## config.mk

```make
export PLATFORM = sky130hd
export DESIGN_NAME = cmul3_top
export DESIGN_NICKNAME = d
export VERILOG_FILES = /design/src/rtl/cmul3_pkg.sv /design/src/rtl/cmul3_preadd.sv /design/src/rtl/cmul3_mult.sv /design/src/rtl/cmul3_postadd.sv /design/src/rtl/cmul3_top.sv
export SDC_FILE = /design/constraint.sdc
export NUM_CORES = 2
export LEC_CHECK = 0
export BUFFER_PORTS_ARGS = -buffer_cell sky130_fd_sc_hd__buf_2
export CAP_MARGIN = 20
export CORE_AREA = 5 5 325 486
export CTS_BUF_LIST = sky130_fd_sc_hd__clkbuf_8 sky130_fd_sc_hd__clkbuf_16
export DETAILED_ROUTE_END_ITERATION = 8
export DIE_AREA = 0 0 330 491
export GPL_ROUTABILITY_DRIVEN = 0
export PLACE_DENSITY = 0.46
export SLEW_MARGIN = 30
export SYNTH_ARGS = -nofsm -noshare
export SYNTH_HDL_FRONTEND = slang
export SYNTH_SLANG_ARGS = --single-unit
```

## constraint.sdc

```tcl
create_clock -name clk -period 6.6 [get_ports clk]
set_input_delay 0.66 -clock clk [delete_from_list [all_inputs] [get_ports clk]]
set_output_delay 0.66 -clock clk [all_outputs]
set_load 0.02 [all_outputs]
```

## src/rtl/cmul3_pkg.sv

```systemverilog
package cmul3_pkg;

    // Register stages from input acceptance to result.
    localparam int unsigned CMUL3_STAGES = 3;

    // Default operand widths.
    localparam int unsigned CMUL3_SW_DEF = 16;
    localparam int unsigned CMUL3_CW_DEF = 16;

endpackage

```

## src/rtl/cmul3_preadd.sv

```systemverilog
module cmul3_preadd #(
    parameter int unsigned SW = 16,
    parameter int unsigned CW = 16
) (
    input  logic                 clk,
    input  logic                 rst_n,
    input  logic                 in_vld,
    input  logic [SW-1:0]        x_re,
    input  logic [SW-1:0]        x_im,
    input  logic [CW-1:0]        w_re,
    input  logic [CW-1:0]        w_im,
    output logic                 pa_vld,
    output logic [SW-1:0]        pa_a,
    output logic [CW-1:0]        pa_c,
    output logic [CW-1:0]        pa_d,
    output logic [CW:0]          pa_cpd,
    output logic [SW:0]          pa_apb,
    output logic [SW:0]          pa_bma
);
    typedef struct packed {
        logic          vld;
        logic [SW-1:0] a;
        logic [CW-1:0] c;
        logic [CW-1:0] d;
        logic [CW:0]   cpd;
        logic [SW:0]   apb;
        logic [SW:0]   bma;
    } pa_st_t;

    pa_st_t st_d, st_q;

    always_comb begin
        st_d     = st_q;
        st_d.vld = in_vld;
        if (in_vld) begin
            st_d.a   = x_re;
            st_d.c   = w_re;
            st_d.d   = w_im;
            // One extra bit keeps each sum and difference exact.
            st_d.cpd = {w_re[CW-1], w_re} + {w_im[CW-1], w_im};
            st_d.apb = {x_re[SW-1], x_re} + {x_im[SW-1], x_im};
            st_d.bma = {x_im[SW-1], x_im} - {x_re[SW-1], x_re};
        end
    end

    always_ff @(posedge clk or negedge rst_n) begin
        if (!rst_n) st_q <= '0;
        else        st_q <= st_d;
    end

    assign pa_vld = st_q.vld;
    assign pa_a   = st_q.a;
    assign pa_c   = st_q.c;
    assign pa_d   = st_q.d;
    assign pa_cpd = st_q.cpd;
    assign pa_apb = st_q.apb;
    assign pa_bma = st_q.bma;

    // an accepted input moves on by exactly one stage.
    a_r4_stage1_advance: assert property (@(posedge clk) disable iff (!rst_n)
        in_vld |=> pa_vld);
    // no qualifier appears without an input.
    a_r5_stage1_idle: assert property (@(posedge clk) disable iff (!rst_n)
        !in_vld |=> !pa_vld);
    // an idle input leaves the operands untouched.
    a_r6_stage1_hold: assert property (@(posedge clk) disable iff (!rst_n)
        !in_vld |=> ($stable(pa_a) && $stable(pa_cpd) && $stable(pa_bma)));
endmodule

```

## src/rtl/cmul3_mult.sv

```systemverilog
module cmul3_mult #(
    parameter int unsigned SW = 16,
    parameter int unsigned CW = 16,
    localparam int unsigned PW = SW + CW + 1
) (
    input  logic            clk,
    input  logic            rst_n,
    input  logic            pa_vld,
    input  logic [SW-1:0]   pa_a,
    input  logic [CW-1:0]   pa_c,
    input  logic [CW-1:0]   pa_d,
    input  logic [CW:0]     pa_cpd,
    input  logic [SW:0]     pa_apb,
    input  logic [SW:0]     pa_bma,
    output logic            mp_vld,
    output logic [PW-1:0]   mp_shared,
    output logic [PW-1:0]   mp_re,
    output logic [PW-1:0]   mp_im
);
    typedef struct packed {
        logic          vld;
        logic [PW-1:0] shared;
        logic [PW-1:0] re;
        logic [PW-1:0] im;
    } mp_st_t;

    mp_st_t st_d, st_q;

    // Operands sign-extended to the product width, so that a PW-bit
    // product is exact modulo 2^PW.
    logic signed [PW-1:0] op_a, op_cpd, op_apb, op_d, op_bma, op_c;

    always_comb begin
        op_a   = {{(PW-SW){pa_a[SW-1]}}, pa_a};
        op_cpd = {{(PW-CW-1){pa_cpd[CW]}}, pa_cpd};
        op_apb = {{(PW-SW-1){pa_apb[SW]}}, pa_apb};
        op_d   = {{(PW-CW){pa_d[CW-1]}}, pa_d};
        op_bma = {{(PW-SW-1){pa_bma[SW]}}, pa_bma};
        op_c   = {{(PW-CW){pa_c[CW-1]}}, pa_c};
    end

    always_comb begin
        st_d     = st_q;
        st_d.vld = pa_vld;
        if (pa_vld) begin
            // The only three multipliers in the block.
            st_d.shared = op_a   * op_cpd;
            st_d.re     = op_apb * op_d;
            st_d.im     = op_bma * op_c;
        end
    end

    always_ff @(posedge clk or negedge rst_n) begin
        if (!rst_n) st_q <= '0;
        else        st_q <= st_d;
    end

    assign mp_vld    = st_q.vld;
    assign mp_shared = st_q.shared;
    assign mp_re     = st_q.re;
    assign mp_im     = st_q.im;

    // the product stage passes the qualifier on by one cycle.
    a_r4_stage2_advance: assert property (@(posedge clk) disable iff (!rst_n)
        pa_vld |=> mp_vld);
    // the products hold while the stage is idle.
    a_r6_stage2_hold: assert property (@(posedge clk) disable iff (!rst_n)
        !pa_vld |=> ($stable(mp_shared) && $stable(mp_re) && $stable(mp_im)));
endmodule

```

## src/rtl/cmul3_postadd.sv

```systemverilog
module cmul3_postadd #(
    parameter int unsigned PW = 33
) (
    input  logic            clk,
    input  logic            rst_n,
    input  logic            mp_vld,
    input  logic [PW-1:0]   mp_shared,
    input  logic [PW-1:0]   mp_re,
    input  logic [PW-1:0]   mp_im,
    output logic            po_vld,
    output logic [PW-1:0]   po_re,
    output logic [PW-1:0]   po_im
);
    typedef struct packed {
        logic          vld;
        logic [PW-1:0] re;
        logic [PW-1:0] im;
    } po_st_t;

    po_st_t st_d, st_q;

    always_comb begin
        st_d     = st_q;
        st_d.vld = mp_vld;
        if (mp_vld) begin
            // The final value fits in PW bits, so wrapping
            // intermediates still give the exact result.
            st_d.re = mp_shared - mp_re;
            st_d.im = mp_shared + mp_im;
        end
    end

    always_ff @(posedge clk or negedge rst_n) begin
        if (!rst_n) st_q <= '0;
        else        st_q <= st_d;
    end

    assign po_vld = st_q.vld;
    assign po_re  = st_q.re;
    assign po_im  = st_q.im;

    // the results hold across idle cycles.
    a_r6_out_hold: assert property (@(posedge clk) disable iff (!rst_n)
        !mp_vld |=> ($stable(po_re) && $stable(po_im)));
    // the result qualifier follows the product qualifier exactly.
    a_r5_out_idle: assert property (@(posedge clk) disable iff (!rst_n)
        !mp_vld |=> !po_vld);
endmodule

```

## src/rtl/cmul3_top.sv

```systemverilog
module cmul3_top
    import cmul3_pkg::*;
#(
    parameter int unsigned SW = CMUL3_SW_DEF,
    parameter int unsigned CW = CMUL3_CW_DEF,
    localparam int unsigned PW = SW + CW + 1
) (
    input  logic            clk,
    input  logic            rst_n,
    input  logic            in_vld,
    input  logic [SW-1:0]   x_re,
    input  logic [SW-1:0]   x_im,
    input  logic [CW-1:0]   w_re,
    input  logic [CW-1:0]   w_im,
    output logic            res_vld,
    output logic [PW-1:0]   res_re,
    output logic [PW-1:0]   res_im
);
    logic          pa_vld;
    logic [SW-1:0] pa_a;
    logic [CW-1:0] pa_c, pa_d;
    logic [CW:0]   pa_cpd;
    logic [SW:0]   pa_apb, pa_bma;
    logic          mp_vld;
    logic [PW-1:0] mp_shared, mp_re, mp_im;

    cmul3_preadd #(.SW(SW), .CW(CW)) u_preadd (
        .clk    (clk),
        .rst_n  (rst_n),
        .in_vld (in_vld),
        .x_re   (x_re),
        .x_im   (x_im),
        .w_re   (w_re),
        .w_im   (w_im),
        .pa_vld (pa_vld),
        .pa_a   (pa_a),
        .pa_c   (pa_c),
        .pa_d   (pa_d),
        .pa_cpd (pa_cpd),
        .pa_apb (pa_apb),
        .pa_bma (pa_bma)
    );

    cmul3_mult #(.SW(SW), .CW(CW)) u_mult (
        .clk       (clk),
        .rst_n     (rst_n),
        .pa_vld    (pa_vld),
        .pa_a      (pa_a),
        .pa_c      (pa_c),
        .pa_d      (pa_d),
        .pa_cpd    (pa_cpd),
        .pa_apb    (pa_apb),
        .pa_bma    (pa_bma),
        .mp_vld    (mp_vld),
        .mp_shared (mp_shared),
        .mp_re     (mp_re),
        .mp_im     (mp_im)
    );

    cmul3_postadd #(.PW(PW)) u_postadd (
        .clk       (clk),
        .rst_n     (rst_n),
        .mp_vld    (mp_vld),
        .mp_shared (mp_shared),
        .mp_re     (mp_re),
        .mp_im     (mp_im),
        .po_vld    (res_vld),
        .po_re     (res_re),
        .po_im     (res_im)
    );

    // Four-product formula, used only by the checks below.
    function automatic logic [PW-1:0] four_re(input logic [SW-1:0] a, input logic [SW-1:0] b,
                                              input logic [CW-1:0] c, input logic [CW-1:0] d);
        logic signed [PW-1:0] ea, eb, ec, ed;
        ea = {{(PW-SW){a[SW-1]}}, a};
        eb = {{(PW-SW){b[SW-1]}}, b};
        ec = {{(PW-CW){c[CW-1]}}, c};
        ed = {{(PW-CW){d[CW-1]}}, d};
        return ea * ec - eb * ed;
    endfunction

    function automatic logic [PW-1:0] four_im(input logic [SW-1:0] a, input logic [SW-1:0] b,
                                              input logic [CW-1:0] c, input logic [CW-1:0] d);
        logic signed [PW-1:0] ea, eb, ec, ed;
        ea = {{(PW-SW){a[SW-1]}}, a};
        eb = {{(PW-SW){b[SW-1]}}, b};
        ec = {{(PW-CW){c[CW-1]}}, c};
        ed = {{(PW-CW){d[CW-1]}}, d};
        return ea * ed + eb * ec;
    endfunction

    // the real result matches the four-product formula three cycles later.
    a_r1_real_exact: assert property (@(posedge clk) disable iff (!rst_n)
        res_vld |-> res_re == $past(four_re(x_re, x_im, w_re, w_im), 3));
    // the imaginary result matches the four-product formula three cycles later.
    a_r2_imag_exact: assert property (@(posedge clk) disable iff (!rst_n)
        res_vld |-> res_im == $past(four_im(x_re, x_im, w_re, w_im), 3));
    // three register stages from acceptance to result.
    a_r4_latency: assert property (@(posedge clk) disable iff (!rst_n)
        $past(pa_vld, 2) && $past(in_vld, 3) |-> res_vld);
    // all outputs are cleared while reset is held.
    always_comb begin
        if (!rst_n) a_r7_reset_clear: assert (!res_vld && res_re == '0 && res_im == '0);
    end
endmodule

```

==> reports/results.tsv <==
metric	value	unit
clkLatencyLatePin	610	ps
path_class	flop to flop	
rows	176	
cts_max_path_buffers	3	
hold_buffers	0	
finalHoldViolations	0	
chipHeight	491	um
path_cells	buf_4, and2_1, fa_1, fa_1, ha_1, inv_1, fa_1, inv_1, fa_1, inv_1, fa_1, inv_1, ha_1, or4_1, a21oi_1, buf_4, o211a_1, nor4_1, buf_4, o41ai_4, o2111ai_1, a21oi_1, xnor2_1, mux2_2	
cp_top_family	adder cells	
slew_viol_final	0	
grt_pass1_vias	36204	
postRouteAntennaNets	0	
port_buffers	133	
relSlewSlack	39.0	%
area_delta_synth_final	14.7	%
cts_root_buf	clkbuf_16	
crit_path_end_kind	flop	
maxCapViolations	0	
htree_levels	2	
crit_path_max_fanout	9	
die_w	330	um
rsz0062_at_grt	no	
fin_skew	30.6	ps
grt_pass1_wl	217	mm
cts.clk_slew.worst_paths	60	ps
routed_wl	142	mm
routed_via_density	4.58	
synth-seq-cells	266	
syn_area	45600	um2
tritoncts	done	
synth_top_area_share	36.5	%
wl_per_cell	19.7	um
fin_crit	6380	ps
synthArstFlopShare	100	%
synth_top_flop_cell	dfrtp_1	
yosysWarnings	0	
synth_edf_count	0	
yosys.cell_types.count	76	
start_kind	flop	
setup_tns	0	ps
start_util	29.8	%
drive_above_1_share	14.5	%
num_vias	32970	
grt-ovfl-total	0	
numCtsBuffers	37	
slowest_delay	660	ps
nets	6377	
die_area	162000	um2
post_dp_cell_area	50900	um2
setup_violations	0	
cp_slowest_cell	dfrtp_1	
drcViolationCount	0	
io_pins	134	
min_period_over_period	96.6	%
synthTopCellsByArea	fa_1, dfrtp_1, ha_1	
crit_required	7080	ps
clock_sinks	266	
utilization	34.2	%
yosysSeqAreaShare	14.6	%
path_buf_inv	7	
syn-num-nets	6064	
drt_iter0_drc	1239	
cpMostUsedCell	fa_1	
grtUsageTotal	17.5	%
avgSynthCellArea	9.51	um2
arrival	6860	ps
fp.coreArea	153000	um2
outcome	completed	
fin_area	52300	um2
hold_path.class	primary input to asynchronous set/reset pin	
postSynthCellCount	4800	
firstDrtPassIters	4	
dp_hpwl	123	mm
grt_antenna_before_repair	5	
fmax	157	MHz
grt_max_degree	145	
tightest_slew	914	ps
synth_top_area_cell	fa_1	
kinds of logic (layout without fill, tap and decap cells):
family,Yosys count,in the layout,synth area share [%]
compound gates,564,564,8.08
xor+xnor,190,190,3.65
fa+ha+maj,1197,1197,46.5
buf+inv,1169,1510,9.62
flops,266,266,14.6
mux,169,169,4.15
other cells,0,4,0
simple gates,1245,1245,13.4
Yosys cell counts, types with 8 or more instances:
master / n
a211oi_1: 22
a21o_1: 93
a21oi_1: 160
a31o_2: 10
a31oi_1: 16
and2_1: 386
and3_1: 15
buf_1: 12
clkbuf_1: 159
dfrtp_1: 266
fa_1: 833
ha_1: 364
inv_1: 997
mux2_2: 160
mux2i_1: 9
nand2_1: 507
nand2b_1: 35
nand3_1: 33
nand3b_1: 9
nand4_1: 16
nor2_1: 148
nor2b_1: 16
nor3_1: 36
o211ai_1: 9
o21a_1: 28
o21ai_0: 117
o21bai_1: 29
o31ai_1: 16
or2_2: 8
or3_1: 14
xnor2_1: 138
xor2_1: 52
area by class of cell:
type	instances	area [um2]
clock buffers	45	1040
repair buffers	446	3350
clock inverters	22	269
flip-flops and latches	266	6710
multi-input cells	3365	34600
diodes	4	10.0
inverters	997	3740
well taps	2047	2560
fillers	15938	101000
worst reg2reg max path: cells and delay by family (launching register included):
kind            cells  cell delay, ps
fa+ha+maj           7            2740
flops               1             660
compound gates      5            1010
xor+xnor            1              70
mux                 1             260
buf+inv             7             790
simple gates        3             720
state kept, by name (all words and copies together) (netlist names), 17 cells and up:
register / cells
u_preadd.pa_cpd: 17
u_preadd.pa_apb: 17
u_postadd.po_re: 33
u_mult.mp_re: 33
u_mult.mp_shared: 33
u_postadd.po_im: 33
u_mult.mp_im: 33
placed cells by master, fill, tap and decap left out, drive strengths merged, types with 6 or more instances in the layout:
cell and instances:
fa 833, xor2 52, ha 364, and2 386, nand2b 35, buf 445, a31o 10, clkbuf 45
mux2 160, a21oi 161, nand2 508, o31ai 17, o211ai 9, or2 9, or4 6, o21bai 29
o21ai 119, and3 15, xnor2 138, o21a 28, nor2b 16, nor2 148, or3 15, dfrtp 266
nand3 33, nand3b 9, a31oi 17, a21o 93, nand4 16, nor3 36, mux2i 9, a211oi 23
inv 1007
what timing repair did:
action | in CTS | in global routing
pin swaps | 0 | 1
buffers inserted | 0 | 5
gates resized for setup | 3 | 52
endpoints found under the setup margin | 1 | 25
per-stage QoR:
| stage | hold slack, ps | std cells | setup WS [ps] |
|---|---|---|---|
| 5_1_grt | 71.0 | 7188 | 1.29 |
| 4_1_cts | 42.1 | 7183 | 17.0 |
| 3_5_place_dp | 475 | 7116 | -32.3 |
| 2_1_floorplan | 352 | 4800 | 205 |
| 6_report | 46.0 | 7192 | 223 |
| 3_3_place_gp | 466 | 7116 | 14.0 |
worst paths after layout:
check                                 endpoint  slack, ps  depth (start not counted)                from
max in group asynchronous        u_mult.mp_vld       5260                          2               rst_n
min in group clk              u_preadd.pa_d[1]        350                          2             w_im[1]
min                        u_preadd.pa_cpd[10]         50                          1               rst_n
min reg2reg                 u_postadd.po_im[7]        480                          2  u_postadd.po_im[7]
max                           u_mult.mp_re[32]        220                         24  u_preadd.pa_apb[2]
max reg2reg                   u_mult.mp_re[32]        220                         24  u_preadd.pa_apb[2]
per-layer routing:
metal	GRT usage (%)	up-vias	routed length, um
met5	0	-	40
li1	-	15440	-
met2	33.3	432	77300
met1	20.4	16906	55700
met4	5.74	6	5400
met3	1.46	186	3310
Power is left out: the tool's default activity adds up to more than one toggle a clock period on the data nets, which glitch-free logic cannot reach.
